$ cat config.mk
export PLATFORM = sky130hd
export DESIGN_NAME = aud_ser_tx
export DESIGN_NICKNAME = d
export VERILOG_FILES = /design/src/rtl/aud_tx_pkg.sv /design/src/rtl/aud_tx_edge.sv /design/src/rtl/aud_tx_framer.sv /design/src/rtl/aud_tx_shifter.sv /design/src/rtl/aud_ser_tx.sv
export SDC_FILE = /design/constraint.sdc
export NUM_CORES = 1
export LEC_CHECK = 0
export ABC_AREA = 1
export BUFFER_PORTS_ARGS = -buffer_cell sky130_fd_sc_hd__buf_2
export CORE_UTILIZATION = 50
export CTS_CLUSTER_SIZE = 12
export DETAILED_ROUTE_END_ITERATION = 6
export GPL_ROUTABILITY_DRIVEN = 0
export HOLD_SLACK_MARGIN = 0.05
export PLACE_DENSITY = 0.72
export SKIP_LAST_GASP = 1
export SYNTH_ARGS = -nofsm -noshare
export SYNTH_HDL_FRONTEND = slang
export SYNTH_SLANG_ARGS = --single-unit
$ cat constraint.sdc
create_clock -name clk -period 1.8 [get_ports clk]
set_clock_uncertainty 0.1 [all_clocks]
set_input_delay 0.27 -clock clk [delete_from_list [all_inputs] [get_ports clk]]
set_output_delay 0.27 -clock clk [all_outputs]
set_load 0.01 [all_outputs]
$ cat src/rtl/aud_tx_pkg.sv
package aud_tx_pkg;

   typedef enum logic {
      FMT_JUSTIFIED = 1'b0,
      FMT_I2S       = 1'b1
   } aud_fmt_e;

   // Frame-clock level that marks the left channel for a given framing
   function automatic logic level_is_left(input logic lvl, input aud_fmt_e fmt);
      return (fmt == FMT_JUSTIFIED) ? lvl : ~lvl;
   endfunction

endpackage

$ cat src/rtl/aud_tx_edge.sv
module aud_tx_edge #(
   parameter int STAGES = 2
) (
   input  logic clk,
   input  logic rst_n,
   input  logic bclk_in,
   input  logic frame_in,
   output logic fall_o,
   output logic frame_lvl_o
);

   localparam int LAST = STAGES - 1;

   generate
      if (STAGES < 1) begin : g_bad_stages
         $error("aud_tx_edge: STAGES must be at least 1");
      end
   endgenerate

   logic [STAGES-1:0] bsync;
   logic [STAGES-1:0] fsync;
   logic              bprev;

   always_ff @(posedge clk) begin
      if (!rst_n) begin
         bsync <= '0;
         fsync <= '0;
         bprev <= 1'b0;
      end else begin
         bsync[0] <= bclk_in;
         fsync[0] <= frame_in;
         for (int i = 1; i < STAGES; i++) begin
            bsync[i] <= bsync[i-1];
            fsync[i] <= fsync[i-1];
         end
         bprev <= bsync[LAST];
      end
   end

   assign fall_o      = bprev & ~bsync[LAST];
   assign frame_lvl_o = fsync[LAST];

endmodule

$ cat src/rtl/aud_tx_framer.sv
module aud_tx_framer
   import aud_tx_pkg::*;
#(
   parameter int CNT_W    = 8,
   parameter int WIDE_BPF = 40
) (
   input  logic     clk,
   input  logic     rst_n,
   input  logic     fall_i,
   input  logic     lvl_i,
   input  aud_fmt_e fmt_i,
   output logic     chan_start_o,
   output logic     left_start_o,
   output logic     armed_o,
   output logic     wide_sel_o,
   output logic     wide_q_o
);

   localparam logic [CNT_W-1:0] WIDE_LIM = CNT_W'(WIDE_BPF);

   generate
      if (WIDE_BPF >= (1 << CNT_W)) begin : g_bad_cnt
         $error("aud_tx_framer: CNT_W too small for WIDE_BPF");
      end
   endgenerate

   logic             seen;
   logic             lvl_prev;
   logic             armed;
   logic             len_valid;
   logic             wide_q;
   logic [CNT_W-1:0] bit_cnt;
   logic             edge_ev;
   logic             left_ev;

   assign edge_ev = fall_i & seen & (lvl_i != lvl_prev);
   assign left_ev = edge_ev & level_is_left(lvl_i, fmt_i);

   always_ff @(posedge clk) begin
      if (!rst_n) begin
         seen      <= 1'b0;
         lvl_prev  <= 1'b0;
         armed     <= 1'b0;
         len_valid <= 1'b0;
         wide_q    <= 1'b0;
         bit_cnt   <= '0;
      end else begin
         if (fall_i) begin
            seen     <= 1'b1;
            lvl_prev <= lvl_i;
         end
         if (edge_ev) armed <= 1'b1;
         if (left_ev) begin
            bit_cnt   <= CNT_W'(1);
            len_valid <= 1'b1;
            if (len_valid) wide_q <= (bit_cnt >= WIDE_LIM);
         end else if (fall_i && bit_cnt != '1) begin
            bit_cnt <= bit_cnt + CNT_W'(1);
         end
      end
   end

   assign chan_start_o = edge_ev;
   assign left_start_o = left_ev;
   assign armed_o      = armed;
   assign wide_q_o     = wide_q;
   assign wide_sel_o   = (left_ev && len_valid) ? (bit_cnt >= WIDE_LIM) : wide_q;

endmodule

$ cat src/rtl/aud_tx_shifter.sv
module aud_tx_shifter
   import aud_tx_pkg::*;
#(
   parameter int SAMPLE_W = 20,
   parameter int SHORT_W  = 16
) (
   input  logic                clk,
   input  logic                rst_n,
   input  logic                fall_i,
   input  logic                chan_start_i,
   input  logic                left_start_i,
   input  aud_fmt_e            fmt_i,
   input  logic                wide_i,
   input  logic [SAMPLE_W-1:0] left_i,
   input  logic [SAMPLE_W-1:0] right_i,
   output logic [SAMPLE_W-1:0] hold_o,
   output logic                sdo_o
);

   localparam int PAD_W = SAMPLE_W - SHORT_W;

   logic [SAMPLE_W-1:0] hold_r;
   logic [SAMPLE_W-1:0] raw_word;
   logic [SAMPLE_W-1:0] word;
   logic [SAMPLE_W-1:0] sr;
   logic                sdo;

   assign raw_word = left_start_i ? left_i : hold_r;

   generate
      if (PAD_W == 0) begin : g_no_trunc
         logic unused_wide;
         assign unused_wide = wide_i;
         assign word = raw_word;
      end else begin : g_trunc
         localparam logic [SAMPLE_W-1:0] SHORT_MASK = {{SHORT_W{1'b1}}, {PAD_W{1'b0}}};
         assign word = wide_i ? raw_word : (raw_word & SHORT_MASK);
      end
   endgenerate

   always_ff @(posedge clk) begin
      if (!rst_n) begin
         hold_r <= '0;
         sr     <= '0;
         sdo    <= 1'b0;
      end else if (fall_i) begin
         if (left_start_i) hold_r <= right_i;
         if (chan_start_i) begin
            if (fmt_i == FMT_I2S) begin
               sdo <= sr[SAMPLE_W-1];
               sr  <= word;
            end else begin
               sdo <= word[SAMPLE_W-1];
               sr  <= word << 1;
            end
         end else begin
            sdo <= sr[SAMPLE_W-1];
            sr  <= sr << 1;
         end
      end
   end

   assign hold_o = hold_r;
   assign sdo_o  = sdo;

endmodule

$ cat src/rtl/aud_ser_tx.sv
module aud_ser_tx
   import aud_tx_pkg::*;
#(
   parameter int SAMPLE_W    = 20,
   parameter int SHORT_W     = 16,
   parameter int WIDE_BPF    = 40,
   parameter int SYNC_STAGES = 2,
   parameter int CNT_W       = 8
) (
   input  logic                clk,
   input  logic                rst_n,
   input  logic                bclk_i,
   input  logic                frame_i,
   input  logic                fmt_i2s_i,
   input  logic [SAMPLE_W-1:0] left_i,
   input  logic [SAMPLE_W-1:0] right_i,
   output logic                sdata_o
);

   generate
      if (SHORT_W < 1 || SHORT_W > SAMPLE_W) begin : g_bad_width
         $error("aud_ser_tx: SHORT_W must lie in 1..SAMPLE_W");
      end
   endgenerate

   aud_fmt_e            fmt;
   logic                fall;
   logic                lvl;
   logic                chan_start;
   logic                left_start;
   logic                armed;
   logic                wide_sel;
   logic                wide_q;
   logic [SAMPLE_W-1:0] hold;

   assign fmt = aud_fmt_e'(fmt_i2s_i);

   aud_tx_edge #(.STAGES(SYNC_STAGES)) u_edge (
      .clk        (clk),
      .rst_n      (rst_n),
      .bclk_in    (bclk_i),
      .frame_in   (frame_i),
      .fall_o     (fall),
      .frame_lvl_o(lvl)
   );

   aud_tx_framer #(.CNT_W(CNT_W), .WIDE_BPF(WIDE_BPF)) u_frm (
      .clk         (clk),
      .rst_n       (rst_n),
      .fall_i      (fall),
      .lvl_i       (lvl),
      .fmt_i       (fmt),
      .chan_start_o(chan_start),
      .left_start_o(left_start),
      .armed_o     (armed),
      .wide_sel_o  (wide_sel),
      .wide_q_o    (wide_q)
   );

   aud_tx_shifter #(.SAMPLE_W(SAMPLE_W), .SHORT_W(SHORT_W)) u_shf (
      .clk         (clk),
      .rst_n       (rst_n),
      .fall_i      (fall),
      .chan_start_i(chan_start),
      .left_start_i(left_start),
      .fmt_i       (fmt),
      .wide_i      (wide_sel),
      .left_i      (left_i),
      .right_i     (right_i),
      .hold_o      (hold),
      .sdo_o       (sdata_o)
   );

endmodule

======== Word-level counts from Yosys, hierarchy flattened ========
Cells that the tools add are included.
word-level totals
  bits in registers ....................... 58
  input port bits ......................... 45
  output and inout port bits .............. 1
  logic and storage cells ................. 39
cells by class
  $add $sub $neg .......................... 1
  $lt $le $gt $ge ......................... 1
  eq/ne operators ......................... 2
  mux-type cells .......................... 10
  bitwise logic cells ..................... 7
  reduce and logical (&&, ||, !) cells .... 6
operators by type and width
  kind                                                                    count
  20-bit two-way mux                                                      3
  8-bit by 1-bit adder with 8-bit output (second input constant)          1
  8-bit by 6-bit >= comparator with 1-bit output (second input constant)  1
  8-bit inequality test (second input constant)                           1
  1-bit two-way mux                                                       6
  1-bit bitwise AND                                                       4
  4-bit two-way mux                                                       1
  2-bit AND reduction                                                     2
  1-bit NOT                                                               3
  1-bit logical AND                                                       2
  2-bit nonzero test                                                      1
  2-bit OR reduction                                                      1
  1-bit inequality test                                                   1

======== Depth between registers and ports, before layout ========
  depth after elaboration ................. 10
  gate-level depth with buffers ........... 13
  depth with buffers taken out ............ 12

======== Hierarchy ========
From an unflattened synthesis, not the netlist that was laid out.
unflattened totals
  cells, all modules ...................... 470
  area, all modules ....................... 2972.9 µm²
modules (own cells, without submodules)
  module          instances  cells an instance  area each (µm²)  seq. area each (µm²)
  aud_tx_shifter  1          343                2090.8           820.8
  aud_tx_framer   1          110                737.0            260.2
  aud_tx_edge     1          17                 145.1            100.1

======== Worst setup path after synthesis ========
OpenSTA, ideal clock, no wires.
  kind .................................... reg-to-reg
  start ................................... reg u_edge.fsync[1]
  end ..................................... reg u_shf.sr[14]
  setup time .............................. 113 ps
  arrival ................................. 1321 ps
  required time ........................... 1587 ps
  path slack .............................. 266 ps
  stages on the path, launching flop included .. 13
  buffers on the path ..................... 1
  period minus slack after synthesis ...... 1534 ps
  path through ............................ dfxtp_1 inv_2 nand2_1 nand2_1 nor2_4 nand2_2 buf_6 nand2_1 nand2_1 nand2_1 nand2_1 o21ai_1 inv_1
on the way
  cells in the longest elaborated chain, start to end .. 6
  elaborated cells on any way between the ends .. 8
  those cells by class .................... eq/ne: 1; mux: 4; bitwise: 3
ends and longest elaborated chain
  element                                                 line                                   RTL
  from (decl)                                             aud_tx_edge.sv:21                      logic [STAGES-1:0] fsync;
  from (signal, indexed assignment)                       aud_tx_edge.sv:34                      fsync[i] <= fsync[i-1];
  1-bit inequality test or 1-bit NOT (tied branches)      aud_tx_framer.sv:36, aud_tx_pkg.sv:10
  1-bit bitwise AND or 1-bit two-way mux (tied branches)  aud_tx_framer.sv:36, aud_tx_pkg.sv:10
  1-bit bitwise AND                                       aud_tx_framer.sv:37                    assign left_ev = edge_ev & level_is_left(lvl_i, fmt_i);
  20-bit two-way mux                                      aud_tx_shifter.sv:28                   assign raw_word = left_start_i ? left_i : hold_r;
  20-bit two-way mux                                      aud_tx_shifter.sv:49                   if (fmt_i == FMT_I2S) begin
  20-bit two-way mux (*)                                  aud_tx_shifter.sv:48                   if (chan_start_i) begin
  to (signal assigned)                                    aud_tx_shifter.sv:51                   sr <= word;
  to (signal assigned)                                    aud_tx_shifter.sv:54                   sr <= word << 1;
  to (signal assigned)                                    aud_tx_shifter.sv:58                   sr <= sr << 1;
  to (decl)                                               aud_tx_shifter.sv:25                   logic [SAMPLE_W-1:0] sr;
Mark *: on every way between the ends. The rest lies on a longest branch, timed or not.
A chain may end at the register's enable or synchronous reset.

======== Worst setup path after layout ========
  start ................................... reg u_frm.bit_cnt[0]
  end ..................................... reg u_frm.bit_cnt[2]
on the way
  cells in the longest elaborated chain, start to end .. 2
  elaborated cells on any way between the ends .. 3
  those cells by class .................... add/sub: 1; eq/ne: 1; reduce/logical: 1
ends and longest elaborated chain
  element                                                                                         line                 RTL
  from (decl)                                                                                     aud_tx_framer.sv:32  logic [CNT_W-1:0] bit_cnt;
  from (signal assigned)                                                                          aud_tx_framer.sv:58  bit_cnt <= bit_cnt + CNT_W'(1);
  parallel branches: the longest is 2 deep, another holds 8-bit by 1-bit adder with 8-bit output  n/a
Several ways; the timed one is not identified.

==> run summary <==
Die Wd: 76.4 um
CTS sink cnt: 58
Crit path cell chain: ha_1 -> nand3_1 -> nor2_1 -> nand3_1 -> nand2_2 -> buf_4 -> o21ai_0 -> nor3b_1
DIE AREA: 5840 um2
# setup viols final: 0
Status: complete, no violations
Post-synth top cells: 150 x nand2_1, 58 x dfxtp_1, 42 x nor2_1
Clk_lat worst skew: 0.34 ns
Top-area cell type share of the netlist area: 0.420
Routed WL per cell: 12.0 um
Crit path launch: u_frm.bit_cnt[0]$_SDFFE_PN0P_
Setup ws final: 0.158 ns
GRT Residual Overflow: 0
FF+latch count, synth: 58
Top FF cell, synth: dfxtp_1
IO Count: 46
Startpoint types: register
CTS root buffer: clkbuf_8
CTS tree: done
Post-layout nets: 517
DRC Markers: 0
Initial Util: 0.532
Synth cell types: 30
Crit path largest cell delay: 0.37 ns
Synth area leaders: dfxtp_1 42%, nand2_1 20%, a21oi_1 6.1%, nand3_1 5.8%, nor2_1 5.7%
Diode count: 0
Post-Syn Instances: 421
Area Overhead vs Synth: 19.0%
HP Start: right_i[11]
Worst slack, placed: 0.126 ns
Fin Hold WS: 0.0645 ns
CTS max path bufs: 2
Core area: 5200 um2
Max Cap Viol: 0
Pin count of the biggest net entering global routing: 43
Synth area leader: dfxtp_1
Asr flop ratio synth: 0
Final hold vios: 0
Vias in the first global route: 2516
Worst Setup Path Type: register to register
Critical path fanouts, max: 7
Yosys warnings: 0
Final Power: 0.00250 W
Syn Nets: 468
Fmax: 609 MHz
Critical Path Most Common Cell: nand3_1
Initial antenna violation count: 0
Final period utilization: 0.912
WP data arrival: 1.76 ns
Minimum clock period after layout: 1.64 ns
CP Capture Type: register
Total GRT Usage: 0.242
DP HPWL: 4210 um
First-pass GRT wire length: 11100 um
DR iter-0 viols: 124
Min-Delay Path Class: input port to register
Die Y-Extent: 76.4 um
Worst r2r src: u_frm.bit_cnt[0]$_SDFFE_PN0P_
Pwr per Cell Area: 758 nW/um2
Clock transition at the registers of the reported paths: 0.07 ns
Worst vdd ir: 0.487 mV
Num CTS Buffers: 9
Htree depth: 3
PortBufs: 45
Max Slew Vio Count: 0
ANT nets after route: 0
EDFF count, synth: 0
CP max stage cell: dfxtp_1
Worst-Margin Slew: 0.461 ns
Synth Cell Area: 2770 um2
Average vias per placed instance: 4.92
Site Rows: 26
Req. time, crit path: 1.92 ns
Slew HR: 0.693
Count leader, synth: nand2_1
Pre-antenna DRT Iters: 4
Sequential fraction of the synthesis area: 0.420
Fraction of layout cells with a size suffix above 1: 0.171
WL final: 6540 um
Via count: 2679
LEAKAGE: 1.55 nW
Avg Synthesized Cell Area: 6.57 um2
## power by group
group	internal, W	switching, W
clock network	0.000531	0.000501
logic	0.0000668	0.0000801
registers	0.00131	0.0000111
## cells in the final DEF (no fill, tap or decap), drive strengths merged
master / count
dfxtp: 58
ha: 2
o21ai: 23
inv: 38
buf: 56
nand3: 32
nand2: 151
nand4: 1
nor3: 3
nor3b: 1
o21bai: 1
xor2: 4
clkbuf: 14
nor2: 45
xnor2: 1
a21oi: 34
o21a: 1
a211oi: 1
clkinv: 5
or2: 1
dlygate4sd3: 2
a31oi: 1
## worst max-delay path: cells and delay by family (launching register included)
family / cells / cell delay, ns
AO/OA/AOI/OAI: 1 / 0.06
adder cells (fa/ha/maj): 1 / 0.18
buffers and inverters: 1 / 0.15
flip-flops: 1 / 0.37
AND/OR/NAND/NOR: 5 / 0.67
## per-stage QoR
step                      cells  TNS [ns]  utilization  area (um2)
final                       545         0        0.633        3290
after detailed placement    526         0        0.592        3080
after global routing        545   -0.0150        0.633        3290
after floorplan             421         0            -        2770
after CTS                   544         0        0.627        3270
after global placement      526         0        0.592        3080
## cell families (layout without fill, tap and decap cells)
kind of cell               count (synthesis)  in the layout  share of synthesized area
adders and majority gates                  2              2                    0.00904
buffers and inverters                     61            115                     0.0976
xor gates and xnor gates                   5              5                     0.0185
and+or+nand+nor                          234            234                      0.342
AOI/OAI and AO/OA                         61             61                      0.113
DFF                                       58             58                      0.420
## worst paths after layout
kind	end	slack [ns]	cells past startpoint
worst min register to register	u_edge.fsync[1]$_SDFF_PN0_	0.31	2
worst max-delay path	u_frm.bit_cnt[2]$_SDFFE_PP0P_	0.16	8
worst max register to register	u_frm.bit_cnt[2]$_SDFFE_PP0P_	0.16	8
worst min-delay path	u_shf.hold_o[11]$_SDFFE_PN0P_	0.06	3
## area by class of cell
class	count	area, um2
Clock buffer	13	149
Tap cell	70	87.6
Sequential cell	58	1160
Clock inverter	3	15.0
Fill cell	515	1910
Multi-Input combinational cell	302	1340
Timing Repair Buffer	59	390
Inverter	40	151
## routing by layer
layer  global-route usage  wire, um  part of all wire
met3               0.0527       347             0.053
met4                0.125       106             0.016
met2                0.398      3100              0.47
met1                0.295      2980              0.46
met5                    0         0                 0
## state kept, by name, summed over array words and instances (netlist names)
register	flops
u_frm.wide_q_o	1
u_frm.len_valid	1
u_shf.hold_o	20
u_frm.bit_cnt	8
u_shf.sdo_o	1
u_frm.seen	1
u_shf.sr	20
u_edge.bsync	2
u_edge.fsync	2
u_frm.lvl_prev	1
u_edge.bprev	1
## timing repair
action	4_1_cts	5_1_grt
setup buffers	0	0
hold buffers	2	0
hold endpoints to repair	2	0
gates resized for setup	0	2
endpoints found under the setup margin	0	16
No activity file was read; power rests on OpenSTA's default activity.
